[src/rtl/ssp_regs_pkg.sv]
package ssp_regs_pkg;

    localparam int CTL0_W  = 16;
    localparam int CTL1_W  = 4;
    localparam int PRESC_W = 8;
    localparam int IRQ_W   = 4;
    localparam int STAT_W  = 5;
    localparam int BUS_W   = 32;

    // raw interrupt bit positions
    localparam int IRQ_OVR = 0;
    localparam int IRQ_RTO = 1;
    localparam int IRQ_RXL = 2;
    localparam int IRQ_TXL = 3;

    // status bit positions
    localparam int ST_TXE  = 0;
    localparam int ST_TXNF = 1;
    localparam int ST_RXNE = 2;
    localparam int ST_RXF  = 3;
    localparam int ST_BUSY = 4;

    typedef enum logic [3:0] {
        SEL_CTL0, SEL_CTL1, SEL_DATA, SEL_STAT, SEL_PRESC, SEL_MASK,
        SEL_RAW, SEL_MSKD, SEL_CLR, SEL_DMA, SEL_IDENT, SEL_NONE
    } reg_sel_e;

    typedef struct packed {
        logic [CTL0_W-1:0]  ctl0;
        logic [CTL1_W-1:0]  ctl1;
        logic [PRESC_W-1:0] presc;
        logic [IRQ_W-1:0]   mask;
        logic [1:0]         sticky;
        logic               bad;
    } cfg_state_t;

    function automatic logic [7:0] ident_byte(input logic [2:0] idx);
        logic [7:0] b;
        unique case (idx)
            3'd0: b = 8'h22;
            3'd1: b = 8'h10;
            3'd2: b = 8'h04;
            3'd3: b = 8'h00;
            3'd4: b = 8'h0D;
            3'd5: b = 8'hF0;
            3'd6: b = 8'h05;
            default: b = 8'hB1;
        endcase
        return b;
    endfunction

endpackage

[src/rtl/ssp_addr_decode.sv]
module ssp_addr_decode
    import ssp_regs_pkg::*;
#(
    parameter int ADDR_W = 12
) (
    input  logic [ADDR_W-1:0] addr_i,
    output reg_sel_e          sel_o,
    output logic              rd_legal_o,
    output logic              wr_legal_o
);

    localparam int ID_LSB = 5;

    logic aligned;
    logic in_ident;
    logic low_page;

    always_comb begin
        aligned  = (addr_i[1:0] == 2'b00);
        in_ident = &addr_i[ADDR_W-1:ID_LSB];
        low_page = (addr_i[ADDR_W-1:6] == '0);
        sel_o    = SEL_NONE;
        if (aligned && in_ident) begin
            sel_o = SEL_IDENT;
        end else if (aligned && low_page) begin
            unique case (addr_i[5:2])
                4'h0: sel_o = SEL_CTL0;
                4'h1: sel_o = SEL_CTL1;
                4'h2: sel_o = SEL_DATA;
                4'h3: sel_o = SEL_STAT;
                4'h4: sel_o = SEL_PRESC;
                4'h5: sel_o = SEL_MASK;
                4'h6: sel_o = SEL_RAW;
                4'h7: sel_o = SEL_MSKD;
                4'h8: sel_o = SEL_CLR;
                4'h9: sel_o = SEL_DMA;
                default: sel_o = SEL_NONE;
            endcase
        end
    end

    always_comb begin
        unique case (sel_o)
            SEL_CTL0, SEL_CTL1, SEL_DATA, SEL_STAT, SEL_PRESC, SEL_MASK,
            SEL_RAW, SEL_MSKD, SEL_DMA, SEL_IDENT: rd_legal_o = 1'b1;
            default: rd_legal_o = 1'b0;
        endcase
        unique case (sel_o)
            SEL_CTL0, SEL_CTL1, SEL_DATA, SEL_PRESC, SEL_MASK,
            SEL_CLR, SEL_DMA: wr_legal_o = 1'b1;
            default: wr_legal_o = 1'b0;
        endcase
    end

endmodule

[src/rtl/ssp_irq_status.sv]
module ssp_irq_status
    import ssp_regs_pkg::*;
#(
    parameter int DEPTH = 8,
    parameter int CNT_W = $clog2(DEPTH + 1)
) (
    input  logic [CNT_W-1:0]  tx_count_i,
    input  logic [CNT_W-1:0]  rx_count_i,
    input  logic [1:0]        sticky_i,
    input  logic [IRQ_W-1:0]  mask_i,
    output logic [STAT_W-1:0] status_o,
    output logic [IRQ_W-1:0]  raw_o,
    output logic [IRQ_W-1:0]  masked_o,
    output logic              irq_o
);

    localparam logic [CNT_W-1:0] FULL_CNT = CNT_W'(DEPTH);
    localparam logic [CNT_W-1:0] HALF_CNT = CNT_W'(DEPTH / 2);

    always_comb begin
        status_o          = '0;
        status_o[ST_TXE]  = (tx_count_i == '0);
        status_o[ST_TXNF] = (tx_count_i != FULL_CNT);
        status_o[ST_RXNE] = (rx_count_i != '0);
        status_o[ST_RXF]  = (rx_count_i == FULL_CNT);
        status_o[ST_BUSY] = (tx_count_i != '0);

        raw_o          = '0;
        raw_o[IRQ_OVR] = sticky_i[0];
        raw_o[IRQ_RTO] = sticky_i[1];
        raw_o[IRQ_RXL] = (rx_count_i >= HALF_CNT);
        raw_o[IRQ_TXL] = (tx_count_i <= HALF_CNT);

        masked_o = raw_o & mask_i;
        irq_o    = |masked_o;
    end

endmodule

[src/rtl/ssp_cfg_regs.sv]
module ssp_cfg_regs
    import ssp_regs_pkg::*;
(
    input  logic              clk_i,
    input  logic              rst_ni,
    input  logic              wr_en_i,
    input  reg_sel_e          sel_i,
    input  logic [BUS_W-1:0]  wdata_i,
    input  logic              overrun_evt_i,
    input  logic              timeout_evt_i,
    input  logic              bad_i,
    output cfg_state_t        state_o
);

    cfg_state_t state_d;
    cfg_state_t state_q;

    always_comb begin
        state_d     = state_q;
        state_d.bad = bad_i;
        if (wr_en_i) begin
            unique case (sel_i)
                SEL_CTL0:  state_d.ctl0   = wdata_i[CTL0_W-1:0];
                SEL_CTL1:  state_d.ctl1   = wdata_i[CTL1_W-1:0];
                SEL_PRESC: state_d.presc  = wdata_i[PRESC_W-1:0];
                SEL_MASK:  state_d.mask   = wdata_i[IRQ_W-1:0];
                SEL_CLR:   state_d.sticky = state_q.sticky & ~wdata_i[1:0];
                default:   ;
            endcase
        end
        // a new event outranks a clear in the same cycle
        if (overrun_evt_i) state_d.sticky[0] = 1'b1;
        if (timeout_evt_i) state_d.sticky[1] = 1'b1;
    end

    always_ff @(posedge clk_i or negedge rst_ni) begin
        if (!rst_ni) begin
            state_q <= '0;
        end else begin
            state_q <= state_d;
        end
    end

    assign state_o = state_q;

endmodule

[src/rtl/ssp_ctrl_regs.sv]
module ssp_ctrl_regs
    import ssp_regs_pkg::*;
#(
    parameter int DEPTH  = 8,
    parameter int DATA_W = 16,
    parameter int ADDR_W = 12,
    parameter int CNT_W  = $clog2(DEPTH + 1)
) (
    input  logic               clk_i,
    input  logic               rst_ni,
    input  logic               bus_sel_i,
    input  logic               bus_wr_i,
    input  logic [ADDR_W-1:0]  bus_addr_i,
    input  logic [31:0]        bus_wdata_i,
    output logic [31:0]        bus_rdata_o,
    output logic               bad_access_o,
    input  logic [CNT_W-1:0]   tx_count_i,
    input  logic [CNT_W-1:0]   rx_count_i,
    input  logic [DATA_W-1:0]  rx_word_i,
    input  logic               overrun_evt_i,
    input  logic               timeout_evt_i,
    output logic               push_o,
    output logic [DATA_W-1:0]  push_word_o,
    output logic               pop_o,
    output logic [15:0]        ctl0_o,
    output logic [3:0]         ctl1_o,
    output logic [7:0]         presc_o,
    output logic               irq_o
);

    localparam logic [CNT_W-1:0] FULL_CNT = CNT_W'(DEPTH);
    localparam int               SIZE_W   = 4;

    reg_sel_e          sel_w;
    logic              rd_legal_w;
    logic              wr_legal_w;
    logic              wr_en_w;
    logic              bad_w;
    cfg_state_t        cfg_q;
    logic [STAT_W-1:0] status_w;
    logic [IRQ_W-1:0]  raw_w;
    logic [IRQ_W-1:0]  masked_w;
    logic [IRQ_W-1:0]  mask_q;
    logic [SIZE_W-1:0] frame_msb;

    ssp_addr_decode #(.ADDR_W(ADDR_W)) i_decode (
        .addr_i     (bus_addr_i),
        .sel_o      (sel_w),
        .rd_legal_o (rd_legal_w),
        .wr_legal_o (wr_legal_w)
    );

    always_comb begin
        wr_en_w = bus_sel_i && bus_wr_i && wr_legal_w;
        bad_w   = bus_sel_i && (bus_wr_i ? !wr_legal_w : !rd_legal_w);
    end

    ssp_cfg_regs i_cfg (
        .clk_i         (clk_i),
        .rst_ni        (rst_ni),
        .wr_en_i       (wr_en_w),
        .sel_i         (sel_w),
        .wdata_i       (bus_wdata_i),
        .overrun_evt_i (overrun_evt_i),
        .timeout_evt_i (timeout_evt_i),
        .bad_i         (bad_w),
        .state_o       (cfg_q)
    );

    assign mask_q = cfg_q.mask;

    ssp_irq_status #(.DEPTH(DEPTH), .CNT_W(CNT_W)) i_status (
        .tx_count_i (tx_count_i),
        .rx_count_i (rx_count_i),
        .sticky_i   (cfg_q.sticky),
        .mask_i     (mask_q),
        .status_o   (status_w),
        .raw_o      (raw_w),
        .masked_o   (masked_w),
        .irq_o      (irq_o)
    );

    // transmit word keeps bits up to the programmed frame size
    assign frame_msb = cfg_q.ctl0[SIZE_W-1:0];

    for (genvar g = 0; g < DATA_W; g++) begin : g_push_mask
        assign push_word_o[g] = bus_wdata_i[g] && (g <= int'(frame_msb));
    end

    always_comb begin
        push_o = bus_sel_i && bus_wr_i && (sel_w == SEL_DATA)
                 && (tx_count_i < FULL_CNT);
    end

    always_comb begin
        bus_rdata_o = '0;
        pop_o       = 1'b0;
        if (bus_sel_i && !bus_wr_i) begin
            unique case (sel_w)
                SEL_CTL0:  bus_rdata_o[CTL0_W-1:0]  = cfg_q.ctl0;
                SEL_CTL1:  bus_rdata_o[CTL1_W-1:0]  = cfg_q.ctl1;
                SEL_PRESC: bus_rdata_o[PRESC_W-1:0] = cfg_q.presc;
                SEL_MASK:  bus_rdata_o[IRQ_W-1:0]   = cfg_q.mask;
                SEL_STAT:  bus_rdata_o[STAT_W-1:0]  = status_w;
                SEL_RAW:   bus_rdata_o[IRQ_W-1:0]   = raw_w;
                SEL_MSKD:  bus_rdata_o[IRQ_W-1:0]   = masked_w;
                SEL_IDENT: bus_rdata_o[7:0]         = ident_byte(bus_addr_i[4:2]);
                SEL_DATA: begin
                    if (rx_count_i != '0) begin
                        bus_rdata_o[DATA_W-1:0] = rx_word_i;
                        pop_o                   = 1'b1;
                    end
                end
                default: bus_rdata_o = '0;
            endcase
        end
    end

    assign bad_access_o = cfg_q.bad;
    assign ctl0_o       = cfg_q.ctl0;
    assign ctl1_o       = cfg_q.ctl1;
    assign presc_o      = cfg_q.presc;

endmodule

[config.mk]
export PLATFORM = sky130hd
export DESIGN_NAME = ssp_ctrl_regs
export DESIGN_NICKNAME = d
export VERILOG_FILES = /design/src/rtl/ssp_regs_pkg.sv /design/src/rtl/ssp_addr_decode.sv /design/src/rtl/ssp_irq_status.sv /design/src/rtl/ssp_cfg_regs.sv /design/src/rtl/ssp_ctrl_regs.sv
export SDC_FILE = /design/constraint.sdc
export NUM_CORES = 1
export LEC_CHECK = 0
export ABC_AREA = 1
export BUFFER_PORTS_ARGS = -buffer_cell sky130_fd_sc_hd__buf_2
export CAP_MARGIN = 30
export CORE_MARGIN = 4
export CORE_UTILIZATION = 42
export DETAILED_ROUTE_END_ITERATION = 10
export MAX_ROUTING_LAYER = met4
export PLACE_DENSITY = 0.78
export RECOVER_POWER = 100
export SLEW_MARGIN = 20
export SYNTH_ARGS = -nofsm -noshare
export SYNTH_HDL_FRONTEND = slang
export SYNTH_SLANG_ARGS = --single-unit
export TNS_END_PERCENT = 20
[constraint.sdc]
create_clock -name clk_i -period 2.6 [get_ports clk_i]
set_input_delay 0.52 -clock clk_i [delete_from_list [all_inputs] [get_ports clk_i]]
set_output_delay 0.52 -clock clk_i [all_outputs]
set_load 0.1 [all_outputs]
Word-level counts from Yosys, hierarchy flattened
Memory sizes are Yosys's and may differ from the RTL's.
Index checks and enable logic that the tools add are counted.
{ "totals": {"word_cells": 112, "regBits": 35, "romBits": 80, "mem_count": 2, "inputBits": 74, "out_inout_bits": 80} }
{ "classes": {"n_bitwise": 3, "n_lt_le_gt_ge": 18, "muxes": 18, "n_reduce_logical": 46, "n_eq_ne": 18} }
{ "mem_list": {"columns": ["memory", "depth", "word_bits", "rd", "rd_ports_with_merged_regs", "wr", "line_no", "source"], "rows": [
  ["(no name shown)", 16, 4, 1, 0, 0, "ssp_addr_decode.sv:26", "unique case (addr_i[5:2])"],
  ["(no name shown)", 16, 1, 1, 0, 0, "ssp_addr_decode.sv:43", "unique case (sel_o)"]
]} }
{ "op_table": {"columns": ["cell", "n"], "rows": [
  ["case mux 8 bit (7 select lines)", 1],
  ["case mux 4 bit (9 select lines)", 1],
  ["<= comparator 4 bit (first input constant)", 8],
  ["two-way mux 16 bit", 2],
  ["logical AND 1 bit", 23],
  ["equality test 4 x 3 -> 1 bit (second input constant)", 4],
  ["equality test 4 bit (second input constant)", 4],
  ["<= comparator 3 x 4 -> 1 bit (first input constant)", 4],
  ["case mux 8 bit (2 select lines)", 1],
  ["case mux 3 bit (4 select lines)", 1],
  ["AND reduction 2 bit", 6],
  ["equality test 3 bit (second input constant)", 3],
  ["equality test 4 x 2 -> 1 bit (second input constant)", 2],
  ["<= comparator 2 x 4 -> 1 bit (first input constant)", 2],
  ["logical NOT 4 bit", 2],
  ["two-way mux 4 bit", 2],
  ["nonzero test 2 bit", 4],
  ["nonzero test 4 bit", 2],
  ["two-way mux 1 bit", 7],
  ["AND reduction 7 bit", 1],
  ["OR reduction 7 bit", 1],
  ["equality test 3 x 2 -> 1 bit (second input constant)", 2],
  ["logical NOT 6 bit", 1],
  ["case mux 1 bit (5 select lines)", 1],
  ["15 further kinds", 18]
]} }

Longest topological paths before layout
{ "logic_depth": {"word_depth": 10, "depth_mapped": 16, "mapped_depth_nobuf": 15} }

By module
From an unflattened synthesis, not the netlist that was laid out.
{ "unflattened": {"hier_cells": 462, "hier_area_um2": 2914.0} }
{ "by_module_without_submodules": {"columns": ["mod", "cells_each", "area_each_um2", "seq_area_each_um2", "instances"], "rows": [
  ["ssp_cfg_regs", 162, 1503.9, 875.8, 1],
  ["ssp_ctrl_regs", 232, 1078.5, 0.0, 1],
  ["ssp_addr_decode", 39, 196.4, 0.0, 1],
  ["ssp_irq_status", 29, 135.1, 0.0, 1]
]} }

Worst setup path before layout
Ideal clock, no wire load.
{ "synth_path": {"kind": "input -> output", "startpoint": "input bus_addr_i[4]", "endpoint": "output bus_rdata_o[6]", "setup_slack_ns": -1.587, "t_arrival_ns": 3.667, "n_path_buf": 3, "stages": 13, "path_cell_list": "inv_1 buf_2 a21oi_1 inv_1 nand3_1 inv_1 ha_1 buf_4 nand3_4 inv_1 buf_4 nand2_1 a31oi_1"} }
{ "synth_via": {"elab_chain_len": 6, "word_cells_on_any_way": 17, "cone_classes": "eq/ne (9); mux (5); reduce/logical (2); memory (1)"} }
{ "synth_rtl": {"columns": ["element", "line_no", "source"], "rows": [
  ["start: declaration", "ssp_ctrl_regs.sv:13", "input logic [ADDR_W-1:0] bus_addr_i,"],
  ["memory read (16 x 4 bit)", null, null],
  ["two-way mux 4 bit", "ssp_addr_decode.sv:25", "end else if (aligned && low_page) begin"],
  ["two-way mux 4 bit", "ssp_addr_decode.sv:23", "if (aligned && in_ident) begin"],
  ["equality test 4 x 2 -> 1 bit (tied with other cells)", "ssp_ctrl_regs.sv:99", "unique case (sel_w)"],
  ["case mux 3 bit (4 select lines) (*)", "ssp_ctrl_regs.sv:99", null],
  ["two-way mux 16 bit (*)", "ssp_ctrl_regs.sv:98", "if (bus_sel_i && !bus_wr_i) begin"],
  ["end: declaration", "ssp_ctrl_regs.sv:15", "output logic [31:0] bus_rdata_o,"]
]} }
Mark *: on every way between the ends. The rest lies on a longest branch, timed or not.

Final worst setup path
{ "layout_path": {"startpoint": "input bus_addr_i[6]", "endpoint": "output bus_rdata_o[12]"} }
{ "layout_via": {"elab_chain_len": 7, "word_cells_on_any_way": 10, "cone_classes": "eq/ne (1); mux (4); reduce/logical (5)"} }
{ "layout_rtl": {"columns": ["element", "line_no", "source"], "rows": [
  ["logical NOT 6 bit", "ssp_addr_decode.sv:21", "low_page = (addr_i[ADDR_W-1:6] == '0);"],
  ["logical AND 1 bit", "ssp_addr_decode.sv:25", null],
  ["two-way mux 4 bit", "ssp_addr_decode.sv:25", null],
  ["two-way mux 4 bit (*)", "ssp_addr_decode.sv:23", null],
  ["equality test 4 x 2 -> 1 bit or logical NOT 4 bit (tied branches)", "ssp_ctrl_regs.sv:99", null],
  ["case mux 8 bit (2 select lines) (*)", "ssp_ctrl_regs.sv:99", null],
  ["two-way mux 16 bit (*)", "ssp_ctrl_regs.sv:98", null]
]} }
Marked as above.

==> out/qor.csv <==
stage,metric,value,unit
cts,cts_buffer_depth,2,
worst_setup_path,required,2.08,ns
cts,clkSlewWorstSetupHoldPaths,0.07,ns
cells_and_area,antenna_cells,0,
power,pwr-share-clk,31.9,%
min_path,hold_class,in2reg,
grt,grt_max_degree,36,
worst_setup_path,worst_setup_path_start_kind,input port,
die,fp.dieH,92.1,um
grt,grt-ovfl-total,0,
placement,gp_congestion,0.949,
worst_setup_path,r2r_cells,2,
worst_setup_path,crit_chain,buf_8 -> nand4_1 -> nor3_2 -> nand4_1 -> nand2_4 -> ha_4 -> buf_6 -> o2111ai_4 -> or2_4 -> a21oi_4 -> buf_12,
timing,finalHoldViolations,0,
cells_and_area,drive_above_1_share,40.5,%
die,initial_core_util,43.5,%
cells_and_area,largest_reg_flops,35,
timing,layout_setup_ws,-0.299,ns
cts,worstSkewPairLatency,0.28,ns
yosys,post_synth_num_cell_types,37,
yosys,synth_edf_count,0,
yosys,avgSynthCellArea,6.74,um2
power,power_density,266,mW/mm2
worst_setup_path,cp_max_fo,8,
power,p_leak,2.32,nW
placement,hpwl,7750,um
timing,rsz0062_at_grt,true,
min_path,whs_path_depth,3,
cts,cts_tree,built,
placement,dp_cells,651,
worst_setup_path,crit_family,simple AND/OR/NAND/NOR gates,
yosys,synth_cells,441,
worst_setup_path,path_buf_inv,3,
timing,worst_pin_slew,1.87,ns
timing,period_share,111,%
route,drt_iter0_markers,170,
die,pin_count,154,
route,vias_per_cell,4.95,
power,netSwitchingPower,0.391,mW
route,drtAntennaViolNets,0,
timing,fin_skew,0,ns
run_status,violations,"capacitance limit, slew limit, setup timing",
timing,setup_viol,17,
worst_setup_path,critPathMaxStageDelay,0.37,ns
placement,dp_slack,-0.360,ns
route,routed_wl,9810,um
yosys,synth_flop_cell,dfrtp_1,
worst_setup_path,critPathKind,in2out,
run,maxCapViolations,1,
yosys,synth.yosys.seq_area_share,29.5,%
route,dr_total_vias,3303,
cells_and_area,final_cell_count_no_fill,667,
yosys,yosys_register_bits,35,
die,rows,30,
die,core,0.00683,mm2
grt,grt_util_all_layers,23.2,%
die,die_w,92.1,um
timing,period_needed,2.90,ns
timing,slew_headroom,-25.0,%
route,wl_per_cell,14.7,um
cells_and_area,areaGrowthSynthToFinish,50.1,%
placement,port_buffers,121,
power,power,1.19,mW
worst_setup_path,cp_slowest_cell,or2_4,
grt,grt_pass1_wl,15500,um
yosys,yosys_warnings,0,
cts,cts_buffers,5,
worst_setup_path,crit_top_cell,nand4_1,
power,power_frac_comb,22.1,%
power,seqPwrFrac,46.0,%
grt,first_global_vias,3171,
power,peakVddDrop,0.277,mV
worst_setup_path,cp.arrival,2.38,ns
die,dieArea,0.00848,mm2
route,firstDrtPassIters,5,
grt,antenna_found_initial,0,
cts,cts_sinks,35,
power,internal_power,0.796,mW
power,netSwitchingFraction,33.0,%
timing,slew_violations,36,
route,drc,0,
yosys,synthArstFlopShare,100,%
cts,cts-htree-levels,2,
cells_and_area,final_nets,649,
yosys,synthesis.area,0.00297,mm2
cts,root_buffer,clkbuf_8,
run_status,status,finished with violations,
worst_setup_path,endpoint_kind,output port,
timing,max_freq,345,MHz
worst_setup_path,path_depth,11,
[worst min-delay path, cell delays in order]
cell and delay (ns):
buf_2 0.08, inv_1 0.03, nand2_1 0.05
[stage by stage]
| stage | TNS (ns) | hold slack (ns) | utilization, % | instance area [um2] |
|---|---|---|---|---|
| 2_1_floorplan | -12.26 | 0.224 | - | 3300 |
| 3_3_place_gp | -3.37 | 0.486 | 60.5 | 4130 |
| 3_5_place_dp | -6.43 | 0.491 | 60.5 | 4130 |
| 4_1_cts | -3.13 | 0.328 | 64.2 | 4380 |
| 5_1_grt | -6.21 | 0.421 | 65.3 | 4460 |
| 6_report | -4.01 | 0.418 | 65.3 | 4460 |
[logic make-up after synthesis]
group | count (synthesis) | synth area share, %
compound gates | 76 | 13.8
fa+ha+maj | 5 | 2.11
buf+inv | 104 | 19.5
flops | 35 | 29.5
other cells | 1 | 0.126
simple gates | 220 | 35.0
[metal layers]
metal  share of wire, %  global-route usage, %  vias to the layer above
li1                   -                      -                     1620
met3                5.5                   2.79                       16
met2                 53                   41.2                      111
met5                  0                      -                        -
met1                 40                   28.0                     1556
met4                1.5                   5.94                        0
[power by group through the flow]
stage	clock network (mW)	logic, mW	registers [mW]
2_1_floorplan	0	0.171	0.565
4_1_cts	0.386	0.259	0.546
5_1_grt	0.408	0.277	0.545
3_3_place_gp	0	0.243	0.556
6_report	0.379	0.262	0.546
3_5_place_dp	0	0.246	0.556
[Yosys cell counts, types with 3 or more instances]
| cell | instances | share of area [%] |
|---|---|---|
| a211oi_1 | 3 | 0.76 |
| a21oi_1 | 18 | 3.0 |
| buf_4 | 48 | 12 |
| clkbuf_1 | 3 | 0.38 |
| dfrtp_1 | 35 | 29 |
| ha_1 | 5 | 2.1 |
| inv_1 | 49 | 6.2 |
| nand2_1 | 133 | 17 |
| nand2_2 | 4 | 0.84 |
| nand3_1 | 16 | 2.7 |
| nand3_4 | 3 | 1.8 |
| nand4_1 | 7 | 1.5 |
| nor2_1 | 33 | 4.2 |
| nor2_2 | 4 | 0.84 |
| nor3_1 | 5 | 0.84 |
| o21ai_0 | 31 | 5.2 |
| o21ai_1 | 18 | 3.0 |
[worst paths after layout]
| kind | slack [ns] | endpoint | start |
|---|---|---|---|
| setup / recovery | -0.30 | bus_rdata_o[12] | bus_addr_i[6] |
| hold / removal | 0.42 | i_cfg.state_o[1]$_DFFE_PN0P_ | overrun_evt_i |
| setup reg to reg | 1.81 | i_cfg.state_o[22]$_DFFE_PN0P_ | i_cfg.state_o[22]$_DFFE_PN0P_ |
| hold reg to reg | 0.51 | i_cfg.state_o[1]$_DFFE_PN0P_ | i_cfg.state_o[1]$_DFFE_PN0P_ |
| max in group asynchronous | 0.78 | i_cfg.state_o[17]$_DFFE_PN0P_ | rst_ni |
| min in group asynchronous | 0.74 | i_cfg.state_o[31]$_DFFE_PN0P_ | rst_ni |
[cell type report]
type                       count  area, um2
timing repair buffer         162       1270
fill                         622       2370
tap                           96        120
clock inverter                 1       5.00
sequential                    35        876
inverter                      49        195
multi-input combinational    317       1910
clock buffer                   7       76.3
[timing repair]
item / 4_1_cts / 5_1_grt
hold endpoints to repair: 0 / 0
gates resized for setup: 54 / 11
hold buffers: 0 / 0
cloned: 0 / 1
buffers inserted: 5 / 2
endpoints found under the setup margin: 18 / 18
pin swaps: 24 / 6
[cells in the final DEF, fill, tap and decap left out, drive strengths merged, types with 2 or more instances in the layout]
cell,synthesis,final
buf,52,151
nand2,139,139
o21ai,49,49
inv,49,48
nor2,40,40
dfrtp,35,35
nand3,21,21
a21oi,19,19
clkbuf,3,18
conb,1,16
nand4,8,8
nor3,6,6
ha,5,5
a211oi,3,3
nor3b,2,2
o2111ai,2,2
(Power assumes the default switching activity.)
